--- src/rtl/ssf_pkg.sv ---
package ssf_pkg;
    localparam int BYTE_W = 8;

    localparam logic [BYTE_W-1:0] OP_WREN  = 8'h06;
    localparam logic [BYTE_W-1:0] OP_WRSR  = 8'h01;
    localparam logic [BYTE_W-1:0] OP_RDSR  = 8'h05;
    localparam logic [BYTE_W-1:0] OP_ARM   = 8'h66;
    localparam logic [BYTE_W-1:0] OP_RESET = 8'h99;

    typedef enum logic [2:0] {
        ST_IDLE   = 3'd0,
        ST_OPCODE = 3'd1,
        ST_WDATA  = 3'd2,
        ST_READ   = 3'd3,
        ST_SKIP   = 3'd4
    } dec_state_t;
endpackage

--- src/rtl/ssf_wp_sync.sv ---
module ssf_wp_sync #(
    parameter int STAGES = 2
) (
    input  logic clk,
    input  logic rst_n,
    input  logic pin_n,
    output logic level_n
);
    logic [STAGES-1:0] chain;

    generate
        for (genvar i = 0; i < STAGES; i++) begin : g_stage
            always_ff @(posedge clk or negedge rst_n) begin
                if (!rst_n) begin
                    chain[i] <= 1'b1;
                end else if (i == 0) begin
                    chain[i] <= pin_n;
                end else begin
                    chain[i] <= chain[(i == 0) ? 0 : i-1];
                end
            end
        end
    endgenerate

    assign level_n = chain[STAGES-1];
endmodule

--- src/rtl/ssf_decoder.sv ---
module ssf_decoder
    import ssf_pkg::*;
(
    input  logic              clk,
    input  logic              rst_n,
    input  logic              frame_start,
    input  logic              frame_end,
    input  logic              byte_valid,
    input  logic [BYTE_W-1:0] byte_in,
    output logic              set_wel,
    output logic              wr_req,
    output logic [BYTE_W-1:0] wr_data,
    output logic              soft_rst,
    output logic              reading
);
    dec_state_t state, state_nx;
    logic       armed;
    logic       slot_ok;
    logic       op_slot;

    assign slot_ok = byte_valid && !frame_end && !frame_start;
    assign op_slot = slot_ok && (state == ST_OPCODE);

    // State register and reset-arm flag
    always_ff @(posedge clk or negedge rst_n) begin
        if (!rst_n) begin
            state <= ST_IDLE;
            armed <= 1'b0;
        end else begin
            state <= state_nx;
            if (op_slot) begin
                armed <= (byte_in == OP_ARM);
            end
        end
    end

    // Next-state logic
    always_comb begin
        state_nx = state;
        if (frame_end) begin
            state_nx = ST_IDLE;
        end else if (frame_start) begin
            state_nx = ST_OPCODE;
        end else if (byte_valid) begin
            unique case (state)
                ST_IDLE:   state_nx = ST_IDLE;
                ST_OPCODE: begin
                    if (byte_in == OP_WRSR) begin
                        state_nx = ST_WDATA;
                    end else if (byte_in == OP_RDSR) begin
                        state_nx = ST_READ;
                    end else if (byte_in == OP_WREN || byte_in == OP_ARM ||
                                 byte_in == OP_RESET) begin
                        state_nx = ST_OPCODE;
                    end else begin
                        state_nx = ST_SKIP;
                    end
                end
                ST_WDATA:  state_nx = ST_OPCODE;
                ST_READ:   state_nx = ST_READ;
                ST_SKIP:   state_nx = ST_SKIP;
                default:   state_nx = ST_IDLE;
            endcase
        end
    end

    // Output logic
    always_comb begin
        set_wel  = op_slot && (byte_in == OP_WREN);
        soft_rst = op_slot && (byte_in == OP_RESET) && armed;
        wr_req   = slot_ok && (state == ST_WDATA);
        wr_data  = byte_in;
        reading  = (state == ST_READ);
    end
endmodule

--- src/rtl/ssf_status_reg.sv ---
module ssf_status_reg #(
    parameter int              WIDTH    = 8,
    parameter int              WEL_BIT  = 1,
    parameter int              LOCK_BIT = 7,
    parameter logic [WIDTH-1:0] DEFAULT = '0
) (
    input  logic             clk,
    input  logic             rst_n,
    input  logic             set_wel,
    input  logic             wr_req,
    input  logic [WIDTH-1:0] wr_data,
    input  logic             soft_rst,
    input  logic             wp_level_n,
    output logic [WIDTH-1:0] status
);
    localparam logic [WIDTH-1:0] WEL_MASK = WIDTH'(1) << WEL_BIT;

    logic locked;
    logic accept;

    assign locked = !wp_level_n && status[LOCK_BIT];
    assign accept = status[WEL_BIT] && !locked;

    always_ff @(posedge clk or negedge rst_n) begin
        if (!rst_n) begin
            status <= DEFAULT;
        end else if (soft_rst) begin
            status <= DEFAULT;
        end else if (wr_req) begin
            if (accept) begin
                status <= wr_data & ~WEL_MASK;
            end else begin
                status <= status & ~WEL_MASK;
            end
        end else if (set_wel) begin
            status <= status | WEL_MASK;
        end
    end
endmodule

--- src/rtl/spi_status_front.sv ---
module spi_status_front #(
    parameter int SYNC_STAGES = 2
) (
    input  logic       clk,
    input  logic       rst_n,
    input  logic       wp_n,
    input  logic       frame_start,
    input  logic       frame_end,
    input  logic       byte_valid,
    input  logic [7:0] byte_in,
    output logic       rd_valid,
    output logic [7:0] rd_data
);
    import ssf_pkg::*;

    logic              wp_level_n;
    logic              set_wel;
    logic              wr_req;
    logic [BYTE_W-1:0] wr_data;
    logic              soft_rst;
    logic              reading;
    logic [BYTE_W-1:0] status;

    ssf_wp_sync #(.STAGES(SYNC_STAGES)) u_sync (
        .clk     (clk),
        .rst_n   (rst_n),
        .pin_n   (wp_n),
        .level_n (wp_level_n)
    );

    ssf_decoder u_dec (
        .clk         (clk),
        .rst_n       (rst_n),
        .frame_start (frame_start),
        .frame_end   (frame_end),
        .byte_valid  (byte_valid),
        .byte_in     (byte_in),
        .set_wel     (set_wel),
        .wr_req      (wr_req),
        .wr_data     (wr_data),
        .soft_rst    (soft_rst),
        .reading     (reading)
    );

    ssf_status_reg #(.WIDTH(BYTE_W), .WEL_BIT(1), .LOCK_BIT(7), .DEFAULT(8'h00)) u_sr (
        .clk        (clk),
        .rst_n      (rst_n),
        .set_wel    (set_wel),
        .wr_req     (wr_req),
        .wr_data    (wr_data),
        .soft_rst   (soft_rst),
        .wp_level_n (wp_level_n),
        .status     (status)
    );

    always_comb begin
        rd_valid = reading;
        rd_data  = reading ? status : '0;
    end
endmodule

--- config.mk ---
export PLATFORM = sky130hd
export DESIGN_NAME = spi_status_front
export DESIGN_NICKNAME = d
export VERILOG_FILES = /design/src/rtl/ssf_pkg.sv /design/src/rtl/ssf_wp_sync.sv /design/src/rtl/ssf_decoder.sv /design/src/rtl/ssf_status_reg.sv /design/src/rtl/spi_status_front.sv
export SDC_FILE = /design/constraint.sdc
export NUM_CORES = 1
export LEC_CHECK = 0
export BUFFER_PORTS_ARGS = -buffer_cell sky130_fd_sc_hd__buf_4
export CAP_MARGIN = 5
export CORE_MARGIN = 5
export CORE_UTILIZATION = 50
export CTS_CLUSTER_SIZE = 30
export DETAILED_ROUTE_END_ITERATION = 12
export GPL_TIMING_DRIVEN = 1
export PLACE_DENSITY = 0.77
export RECOVER_POWER = 100
export SETUP_SLACK_MARGIN = 0.4
export SYNTH_ARGS = -nofsm -noshare
export SYNTH_HDL_FRONTEND = slang
export SYNTH_SLANG_ARGS = --single-unit
--- constraint.sdc ---
create_clock -name clk -period 1.6 [get_ports clk]
set_clock_uncertainty 0.05 [all_clocks]
set_input_delay 0.16 -clock clk [delete_from_list [all_inputs] [get_ports clk]]
set_output_delay 0.16 -clock clk [all_outputs]
set_load 0.1 [all_outputs]
==> out/metrics.cfg, run 1 <==
[run_status]
status = finished, violations left
violations = setup timing

[cells_and_area]
area_delta_synth_final_pct = 71.2
antennaDiodeCount = 0
fillers = 54
fin_nets = 132
final_cells = 133
final_layout_size_suffix_gt1_frac = 0.650
finish.utilization = 0.916

[sta]
relSlewSlack = 0.482
tightest_slew_ns = 0.777
fin_setup_tns_ns = -0.298
fmax_ghz = 0.609
period_share = 1.03
period_needed_ns = 1.64
setup_violations = 12
hold_viol = 0
rsz0062_at_grt = yes
slew_violations = 0
fin_ws_ns = -0.0411

[synthesis]
synth_area_um2 = 816
synth_ff_type = dfrtp_1
syn_avg_cell_area_um2 = 10.5
synthTopCellsByCount = 12 x dfrtp_1, 9 x nor2_1, 8 x and2_1, 8 x mux2i_1
syn-instance-count = 78
async_flop_share = 1.00
synth.top_cell.area_share = 0.368
yosysSeqAreaShare = 0.433
synth_cell_types = 35
yosysWarnings = 0
ys_seq_elements = 14
yosysMostFrequentCell = dfrtp_1
synth_nets = 92
synth.largest_area_cell = dfrtp_1
synth_edf_count = 0
synthTopCellsByArea = dfrtp_1 37%, mux2i_1 9.8%, dfstp_2 6.4%, and2_1 6.1%, nor2_1 4.1%

[detailed_routing]
wl_um = 3020
ant_nets = 0
drc = 0
wl_per_cell_um = 22.7
drt_iter0_drc = 28
dr.pass1.iters = 6
vias_per_cell = 6.50
vias = 865

[worst_setup_path]
crit_slowest_cell = dfrtp_2
critPathTopFamily = flip-flops
worstPathRequired_ns = 1.39
start_kind = register
crit_chain = inv_4 > and3_4 > and2_4 > buf_12
reg2reg_slack_ns = -0.02
reg2reg_from = u_dec.state[2]$_DFFE_PN0P_
reg2regPathDepth = 5
endpoint_kind = primary output
r2r_end = u_sr.status[4]$_DFFE_PN0P_
cp.arrival_ns = 1.43
crit_buf_inv = 2
max_stage_delay_ns = 0.48
worstPathMaxFanout = 5
critPathKind = reg2out

[flow_run]
drv_cap = 0

[floorplanning]
die_x_um = 50.4
start_util = 0.535
ios = 23
rows = 14
die_area_um2 = 2540
coreArea_um2 = 1520
die_h_um = 50.4

[clocking]
clk_latency_ns = 0.28
cts_buffer_depth = 2
cts_root_buffer = clkbuf_4
cts_tree = yes
cts.clk_slew.worst_paths_ns = 0.09
cts_buffers = 3
htree_levels = 1
cts_sinks = 14

[place]
dp_cells = 124
pre_cts_ws_ns = -0.0375
place.gp.congestion = 0.799
place_hpwl_um = 1540
portBuffers = 22

[power]
p_comb_frac = 0.156
p_per_area_nw_per_um2 = 542
p_sw_frac = 0.257
vdd_ir_drop_max_mv = 0.705
power.switching_w = 0.000195
internal-power_w = 0.000562
power_frac_seq = 0.498
p_leak_nw = 0.600
power_frac_clock = 0.347

[hold_path]
min_to = u_dec.state[1]$_DFFE_PN0P_
worstHoldPathType = in2reg
hold_depth = 2
min_from = frame_end

[grt]
grt_pass1_vias = 911
grt_pass1_wl_um = 4660
grt-ovfl-total = 0
antenna_found_initial = 0
grt_usage = 0.248
grt_max_degree = 15

[kinds of logic (layout without fill, tap and decap cells)]
group / Yosys count / in the layout / share of synthesized area
AO/OA/AOI/OAI: 10 / 10 / 0.117
buffers and inverters: 5 / 43 / 0.0245
flip-flops: 14 / 14 / 0.433
multiplexers: 8 / 8 / 0.0982
AND/OR/NAND/NOR: 41 / 42 / 0.328
[through the flow]
step | power [W] | hold WS, ns | instance area (um2)
2_1_floorplan | 0.000411 | -0.186 | 881
3_3_place_gp | 0.000472 | -0.0346 | 1100
5_1_grt | 0.000794 | 0.0528 | 1400
4_1_cts | 0.000746 | 0.0424 | 1330
6_report | 0.000757 | 0.0461 | 1400
3_5_place_dp | 0.000474 | -0.0307 | 1100
[repair_timing]
item	in CTS	in global routing
hold buffers	2	0
gates resized for setup	42	11
pin swaps	16	5
setup buffers	0	2
endpoints found under the setup margin	21	21
gates cloned	1	0
hold endpoints to repair	15	0
[per-layer routing]
layer	vias to the layer above	GRT usage	routed length [um]
met5	-	0	0
met3	10	0.0473	228
li1	368	-	-
met2	51	0.454	1560
met1	436	0.284	1170
met4	0	0.0851	70
[how the worst max path moves through the flow]
stage                                 end                  startpoint  cells after the start  slack [ns]
4_1_cts                        rd_data[1]  u_dec.state[2]$_DFFE_PN0P_                      4       -0.01
3_3_place_gp   u_sr.status[0]$_DFFE_PN0P_                  byte_in[1]                      6       0.004
5_1_grt                        rd_data[5]  u_dec.state[1]$_DFFE_PN0P_                      4       -0.08
2_1_floorplan  u_sr.status[7]$_DFFE_PN0P_  u_dec.state[2]$_DFFE_PN0P_                      4        0.15
3_5_place_dp   u_sr.status[5]$_DFFE_PN0P_                  byte_in[1]                      6       -0.04
6_report                       rd_data[5]  u_dec.state[2]$_DFFE_PN0P_                      4       -0.04
[layout by cell type, fill, tap and decap left out, types with 3 or more instances in the layout]
master,netlist,final
buf_4,0,19
dfrtp_1,12,11
and2_4,0,8
buf_12,0,8
nor2_1,9,5
mux2i_2,0,4
clkbuf_4,0,4
buf_6,0,4
and3_4,0,3
mux2i_1,8,3
nand2_1,3,3
nor2_2,0,3
[cell type report]
| cell class | instances | area (um2) | share of cell area |
|---|---|---|---|
| clock buffers | 4 | 36.3 | 0.0260 |
| inverters | 3 | 13.8 | 0.00986 |
| multi-input cells | 60 | 578 | 0.414 |
| flip-flops and latches | 14 | 354 | 0.254 |
| well taps | 16 | 20.0 | 0.0143 |
| repair buffers | 36 | 394 | 0.282 |
[registers in the layout, summed over array words and instances, names as in the netlist]
register / cells
u_dec.armed: 1
u_sync.level_n: 1
u_dec.state: 3
u_sync.chain: 1
u_sr.status: 8
[power groups by stage]
stage                     clock, W  sequential [W]  combinational (W)
after floorplan                  0        0.000378          0.0000321
after global placement           0        0.000381          0.0000912
after detailed placement         0        0.000380          0.0000941
after CTS                 0.000267        0.000375           0.000104
after global routing      0.000288        0.000379           0.000128
final                     0.000262        0.000377           0.000118
Power figures use the tool's default switching activity.
==> run 2, diff against run 1 <==
--- a/config.mk
+++ b/config.mk
@@ -12,9 +12,10 @@
 export CTS_CLUSTER_SIZE = 30
 export DETAILED_ROUTE_END_ITERATION = 12
 export GPL_TIMING_DRIVEN = 1
-export PLACE_DENSITY = 0.77
+export PLACE_DENSITY = 0.79
 export RECOVER_POWER = 100
 export SETUP_SLACK_MARGIN = 0.4
+export SKIP_CTS_REPAIR_TIMING = 1
 export SYNTH_ARGS = -nofsm -noshare
 export SYNTH_HDL_FRONTEND = slang
 export SYNTH_SLANG_ARGS = --single-unit
==> run 2 against run 1 <==
  * The run still ends with setup timing left
  * Worst setup slack improved by 0.036 ns
  * Flip-flop and latch count did not move
  * First-iteration DRC count rose by 36%
  * Sequential power barely moved
  * Clock power fell by 16%
  * Critical path type is now reg2reg
  * Critical endpoint is now u_sr.status[7]$_DFFE_PN0P_
  * Largest cell class unchanged
  * Largest power group unchanged
==> out/metrics.cfg, run 2 (synthesis results as in run 1) <==
[power]
power.total_w = 0.000715  ; -5.5%
vdd_ir_drop_max_mv = 0.686  ; -2.6%
p_sw_frac = 0.271  ; +0.0132
power_frac_seq = 0.526  ; +0.028
internal-power_w = 0.000522  ; -7.2%
power.switching_w = 0.000194  ; -0.66%
p_leak_nw = 0.602  ; +0.48%
p_comb_frac = 0.164  ; +0.008
power_frac_clock = 0.309  ; -0.038
p_per_area_nw_per_um2 = 506  ; -6.6%

[detailed_routing]
ant_nets = 0  ; unchanged
vias = 843  ; -2.5%
wl_um = 2890  ; -4.3%
drt_iter0_drc = 38  ; +36%
vias_per_cell = 6.24  ; -4.0%
wl_per_cell_um = 21.4  ; -5.8%
drc = 0  ; unchanged
dr.pass1.iters = 4  ; -2

[place]
portBuffers = 22  ; unchanged
place.gp.congestion = 0.904  ; +13%
pre_cts_ws_ns = -0.0735  ; -0.0360 ns
place_area_um2 = 1100  ; unchanged
place_hpwl_um = 1570  ; +1.6%

[floorplanning]
die_h_um = 50.4  ; unchanged
rows = 14  ; unchanged
die_x_um = 50.4  ; unchanged
ios = 23  ; unchanged
start_util = 0.535  ; unchanged
die_area_um2 = 2540  ; unchanged
coreArea_um2 = 1520  ; unchanged

[clocking]
cts_sinks = 14  ; unchanged
htree_levels = 1  ; unchanged
cts_tree = yes
cts.clk_slew.worst_paths_ns = 0.10  ; about the same
cts_buffers = 3  ; unchanged
cts_root_buffer = clkbuf_4
clk_latency_ns = 0.29  ; about the same
cts_buffer_depth = 2  ; unchanged

[run_status]
status = finished, violations left
violations = setup timing

[cells_and_area]
top_register = u_sr.status
fin_area_um2 = 1410  ; +1.2%
layout.cells.most_common_list = 23 x buf_4, 10 x dfrtp_1, 8 x and2_4, 8 x buf_12
final_layout_size_suffix_gt1_frac = 0.664  ; +0.0143
antennaDiodeCount = 0  ; unchanged
fin_nets = 134  ; +1.5%
layout_commonest_cell = buf_4
largest_reg_flops = 8  ; unchanged
area_delta_synth_final_pct = 73.2
top_regs = u_sr.status x8, u_dec.state x3

[sta]
period_needed_ns = 1.60  ; -0.0363 ns
setup_violations = 4  ; -8
holdWs_ns = 0.0417  ; -0.00445 ns
hold_viol = 0  ; unchanged
rsz0062_at_grt = yes
relSlewSlack = 0.465  ; -0.0168
tightest_slew_ns = 0.802  ; +0.0252 ns
period_share = 1.00  ; -0.0227
fin_ws_ns = -0.00476  ; +0.0363 ns
fmax_ghz = 0.623  ; +2.3%
fin_setup_tns_ns = -0.0116  ; +0.287 ns
slew_violations = 0  ; unchanged

[worst_setup_path]
cp.arrival_ns = 1.72  ; +0.29 ns
start_kind = register
worstPathRequired_ns = 1.72  ; +0.33 ns
reg2reg_from = u_dec.state[2]$_DFFE_PN0P_
reg2reg_slack_ns = -0.005  ; +0.02 ns
reg2regPathDepth = 5  ; unchanged
r2r_end = u_sr.status[7]$_DFFE_PN0P_
critPathKind = reg2reg
endpoint_kind = register
worstPathMaxFanout = 5  ; unchanged

[grt]
grt_usage = 0.167  ; -0.0810
antenna_found_initial = 0  ; unchanged
grt_pass1_wl_um = 3360  ; -28%
grt-ovfl-total = 0  ; unchanged
grt_max_degree = 15  ; unchanged
grt_pass1_vias = 749  ; -18%

[hold_path]
worstHoldPathType = in2reg
min_to = u_dec.state[1]$_DFFE_PN0P_
min_from = frame_end
hold_depth = 2  ; unchanged

[flow_run]
drv_cap = 0  ; unchanged

run 2: power groups by stage:
| stage | clock [W] | sequential, W | combinational, W |
|---|---|---|---|
| final | 0.000221 | 0.000377 | 0.000117 |
| after global routing | 0.000251 | 0.000378 | 0.000126 |
| after CTS | 0.000222 | 0.000374 | 0.0000965 |
| after detailed placement | 0 | 0.000381 | 0.0000963 |
| after global placement | 0 | 0.000380 | 0.0000937 |
| after floorplan | 0 | 0.000378 | 0.0000321 |
run 2: how the worst max path moves through the flow:
stage,start,end,slack (ns),depth (start not counted)
4_1_cts,u_dec.state[2]$_DFFE_PN0P_,rd_data[0],-0.18,4
3_5_place_dp,byte_in[1],u_dec.state[0]$_DFFE_PN0P_,-0.07,5
3_3_place_gp,byte_in[1],u_sr.status[6]$_DFFE_PN0P_,-0.009,6
6_report,u_dec.state[2]$_DFFE_PN0P_,u_sr.status[7]$_DFFE_PN0P_,-0.005,5
2_1_floorplan,u_dec.state[2]$_DFFE_PN0P_,u_sr.status[7]$_DFFE_PN0P_,0.15,4
5_1_grt,u_dec.state[0]$_DFFE_PN0P_,rd_data[4],-0.07,3
run 2: layout make-up:
type                    count  area, um2
clock buffers               4       26.3
fillers                    54        111
inverters                   3       13.8
multi-input cells          60        596
flip-flops and latches     14        355
well taps                  16       20.0
repair buffers             38        402
run 2: through the flow:
step | cells | util
6_report | 135 | 0.927
5_1_grt | 135 | 0.927
4_1_cts | 128 | 0.742
3_5_place_dp | 124 | 0.725
3_3_place_gp | 124 | 0.725
2_1_floorplan | 78 | -
run 2: routing by layer:
metal  GRT usage  wire length (um)
met5           0                 0
met4      0.0383                96
met3      0.0325               206
met2       0.308              1490
met1       0.197              1100
run 2: worst max-delay path, cell delays in order (launching register included):
cell and delay, ns:
dfrtp_2 0.47, nor4b_4 0.32, and3b_1 0.25, and3_4 0.22, buf_8 0.14, nor2_4 0.04
==> run 3, diff against run 2 <==
--- a/config.mk
+++ b/config.mk
@@ -8,11 +8,12 @@
 export BUFFER_PORTS_ARGS = -buffer_cell sky130_fd_sc_hd__buf_4
 export CAP_MARGIN = 5
 export CORE_MARGIN = 5
-export CORE_UTILIZATION = 50
+export CORE_UTILIZATION = 52
+export CTS_BUF_LIST = sky130_fd_sc_hd__clkbuf_4
 export CTS_CLUSTER_SIZE = 30
 export DETAILED_ROUTE_END_ITERATION = 12
 export GPL_TIMING_DRIVEN = 1
-export PLACE_DENSITY = 0.79
+export PLACE_DENSITY = 0.82
 export RECOVER_POWER = 100
 export SETUP_SLACK_MARGIN = 0.4
 export SKIP_CTS_REPAIR_TIMING = 1
==> run 3 against run 2 <==
  * The flow still finishes with violations (setup timing)
  * Final cell count fell by 3.7%
  * Flip-flop and latch count did not move
  * Critical path depth fell by 1
  * First-iteration DRC count rose by 2.6%
  * Power rose by 3.3%
  * Non-clock buffer count fell by 5
  * Worst hold slack improved by 0.0088 ns
  * Die area fell by 3.1%
  * Final area rose by 0.97%
  * Sequential power barely moved
  * Routed wire length rose by 9.1%
==> out/metrics.cfg, run 3 (synthesis results as in run 1) <==
[worst_setup_path]
critPathKind = reg2out
endpoint_kind = primary output
start_kind = register
worstPathRequired_ns = 1.39  ; -0.33 ns
cp.arrival_ns = 1.46  ; -0.26 ns
worstPathMaxFanout = 5  ; unchanged

[detailed_routing]
drc = 0  ; unchanged
vias = 858  ; +1.8%
wl_per_cell_um = 24.3  ; +13%
wl_um = 3160  ; +9.1%
ant_nets = 0  ; unchanged
dr.pass1.iters = 4  ; unchanged
drt_iter0_drc = 39  ; +2.6%
vias_per_cell = 6.60  ; +5.7%

[grt]
grt-ovfl-total = 0  ; unchanged
grt_util_met2 = 0.258  ; -0.0491
grt_use_met3 = 0.0361  ; +0.00360
grt_pass1_vias = 729  ; -2.7%
grt_usage = 0.167  ; +0.000316
grt_max_degree = 15  ; unchanged
grt_pass1_wl_um = 3300  ; -1.8%
antenna_found_initial = 0  ; unchanged
met1_usage = 0.223  ; +0.0261
grt_busiest_layer = met2

[cells_and_area]
final_cells = 130  ; -3.7%
layout_commonest_cell = buf_4
regArea_um2 = 354  ; -0.35%
largest_reg_flops = 8  ; unchanged
finish.utilization = 0.958  ; +0.0311
area_delta_synth_final_pct = 74.8
fin_nets = 129  ; -3.7%
fin_area_um2 = 1430  ; +0.97%
top_register = u_sr.status
multiInputGateArea_um2 = 631  ; +5.9%
antennaDiodeCount = 0  ; unchanged
fillers = 33  ; -39%
layout.cells.most_common_list = 16 x buf_4, 11 x dfrtp_1, 9 x buf_12, 8 x and2_4, 7 x nor2_4
top_regs = u_sr.status x8, u_dec.state x3
final_layout_size_suffix_gt1_frac = 0.675  ; +0.0116

[clocking]
cts_sinks = 14  ; unchanged
cts.clk_slew.worst_paths_ns = 0.09  ; about the same
cts_buffer_depth = 2  ; unchanged
clk_latency_ns = 0.29  ; about the same
htree_levels = 1  ; unchanged
cts_tree = yes
cts_root_buffer = clkbuf_4
cts_buffers = 3  ; unchanged

[floorplanning]
start_util = 0.548  ; +0.0126
ios = 23  ; unchanged
die_h_um = 49.6  ; -1.5%
die_area_um2 = 2460  ; -3.1%
rows = 14  ; unchanged
die_x_um = 49.6  ; -1.5%
coreArea_um2 = 1490  ; -2.3%

[run_status]
violations = setup timing
status = finished, violations left

[power]
p_leak_nw = 0.565  ; -6.3%
vdd_ir_drop_max_mv = 0.578  ; -16%
p_per_area_nw_per_um2 = 518  ; +2.3%

[sta]
hold_viol = 0  ; unchanged
period_needed_ns = 1.67  ; +0.0610 ns
holdWs_ns = 0.0505  ; +0.00880 ns
period_share = 1.04  ; +0.0382
setup_violations = 9  ; +5
relSlewSlack = 0.477  ; +0.0114
fmax_ghz = 0.600  ; -3.7%
slew_violations = 0  ; unchanged
rsz0062_at_grt = yes
tightest_slew_ns = 0.785  ; -0.0172 ns
fin_ws_ns = -0.0658  ; -0.0610 ns

[place]
place.gp.congestion = 0.866  ; -4.2%
dp_cells = 122  ; -1.6%
pre_cts_ws_ns = -0.00238  ; +0.0711 ns
place_hpwl_um = 1490  ; -4.6%
portBuffers = 22  ; unchanged
place_area_um2 = 1090  ; -1.4%

[hold_path]
worstHoldPathType = in2reg

[flow_run]
drv_cap = 0  ; unchanged

## run 3: cell types whose count changed in the layout (fill, tap and decap cells not counted), moves of 3 or more
cell     delta
mux2i_1     -3
mux2i_4     +3
buf_4       -7
nor2_2      -3
nor2_4      +3
## run 3: path summary, 6_finish.rpt
kind                                              end  depth (start not counted)  slack, ns                       start
setup / recovery                           rd_data[6]                          4      -0.07  u_dec.state[2]$_DFFE_PN0P_
hold / removal             u_dec.state[1]$_DFFE_PN0P_                          2       0.05                   frame_end
setup reg to reg           u_sr.status[7]$_DFFE_PN0P_                          5      -0.03  u_dec.state[2]$_DFFE_PN0P_
hold reg to reg              u_sync.level_n$_DFF_PN1_                          0       0.32   u_sync.chain[0]$_DFF_PN1_
max in group asynchronous  u_dec.state[2]$_DFFE_PN0P_                          2       0.55                       rst_n
min in group asynchronous  u_sr.status[2]$_DFFE_PN0P_                          2       0.39                       rst_n
## run 3: worst max-delay path: stages (launching register included)
cell and delay, ns:
dfrtp_2 0.47, inv_2 0.12, and3_4 0.25, and2_4 0.17
buf_12 0.17
## run 3: layer usage
metal | vias up | routed length (um) | part of all wire
met5 | - | 0 | 0
met4 | 0 | 134 | 0.042
met3 | 18 | 203 | 0.064
met2 | 56 | 1660 | 0.53
met1 | 423 | 1160 | 0.37
li1 | 361 | - | -
## run 3: where the power goes
part           total [W]  internal, W  switching (W)  leakage [nW]
Sequential      0.000378     0.000367      0.0000113         0.185
Clock           0.000248     0.000114       0.000134        0.0184
Combinational   0.000113    0.0000521      0.0000609         0.362
Total           0.000739     0.000533       0.000206         0.565
## run 3: layout make-up
type                    count  share of cell area
repair buffers             33               0.267
well taps                  16              0.0140
clock buffers               4              0.0211
inverters                   3             0.00789
flip-flops and latches     14               0.248
multi-input cells          60               0.442
## run 3: through the flow
step,total power [W],TNS (ns)
floorplan,0.000411,0
global placement,0.000468,-0.0848
detailed placement,0.000471,-0.00473
CTS,0.000697,-1.15
global route,0.000770,-0.927
finish,0.000739,-0.490
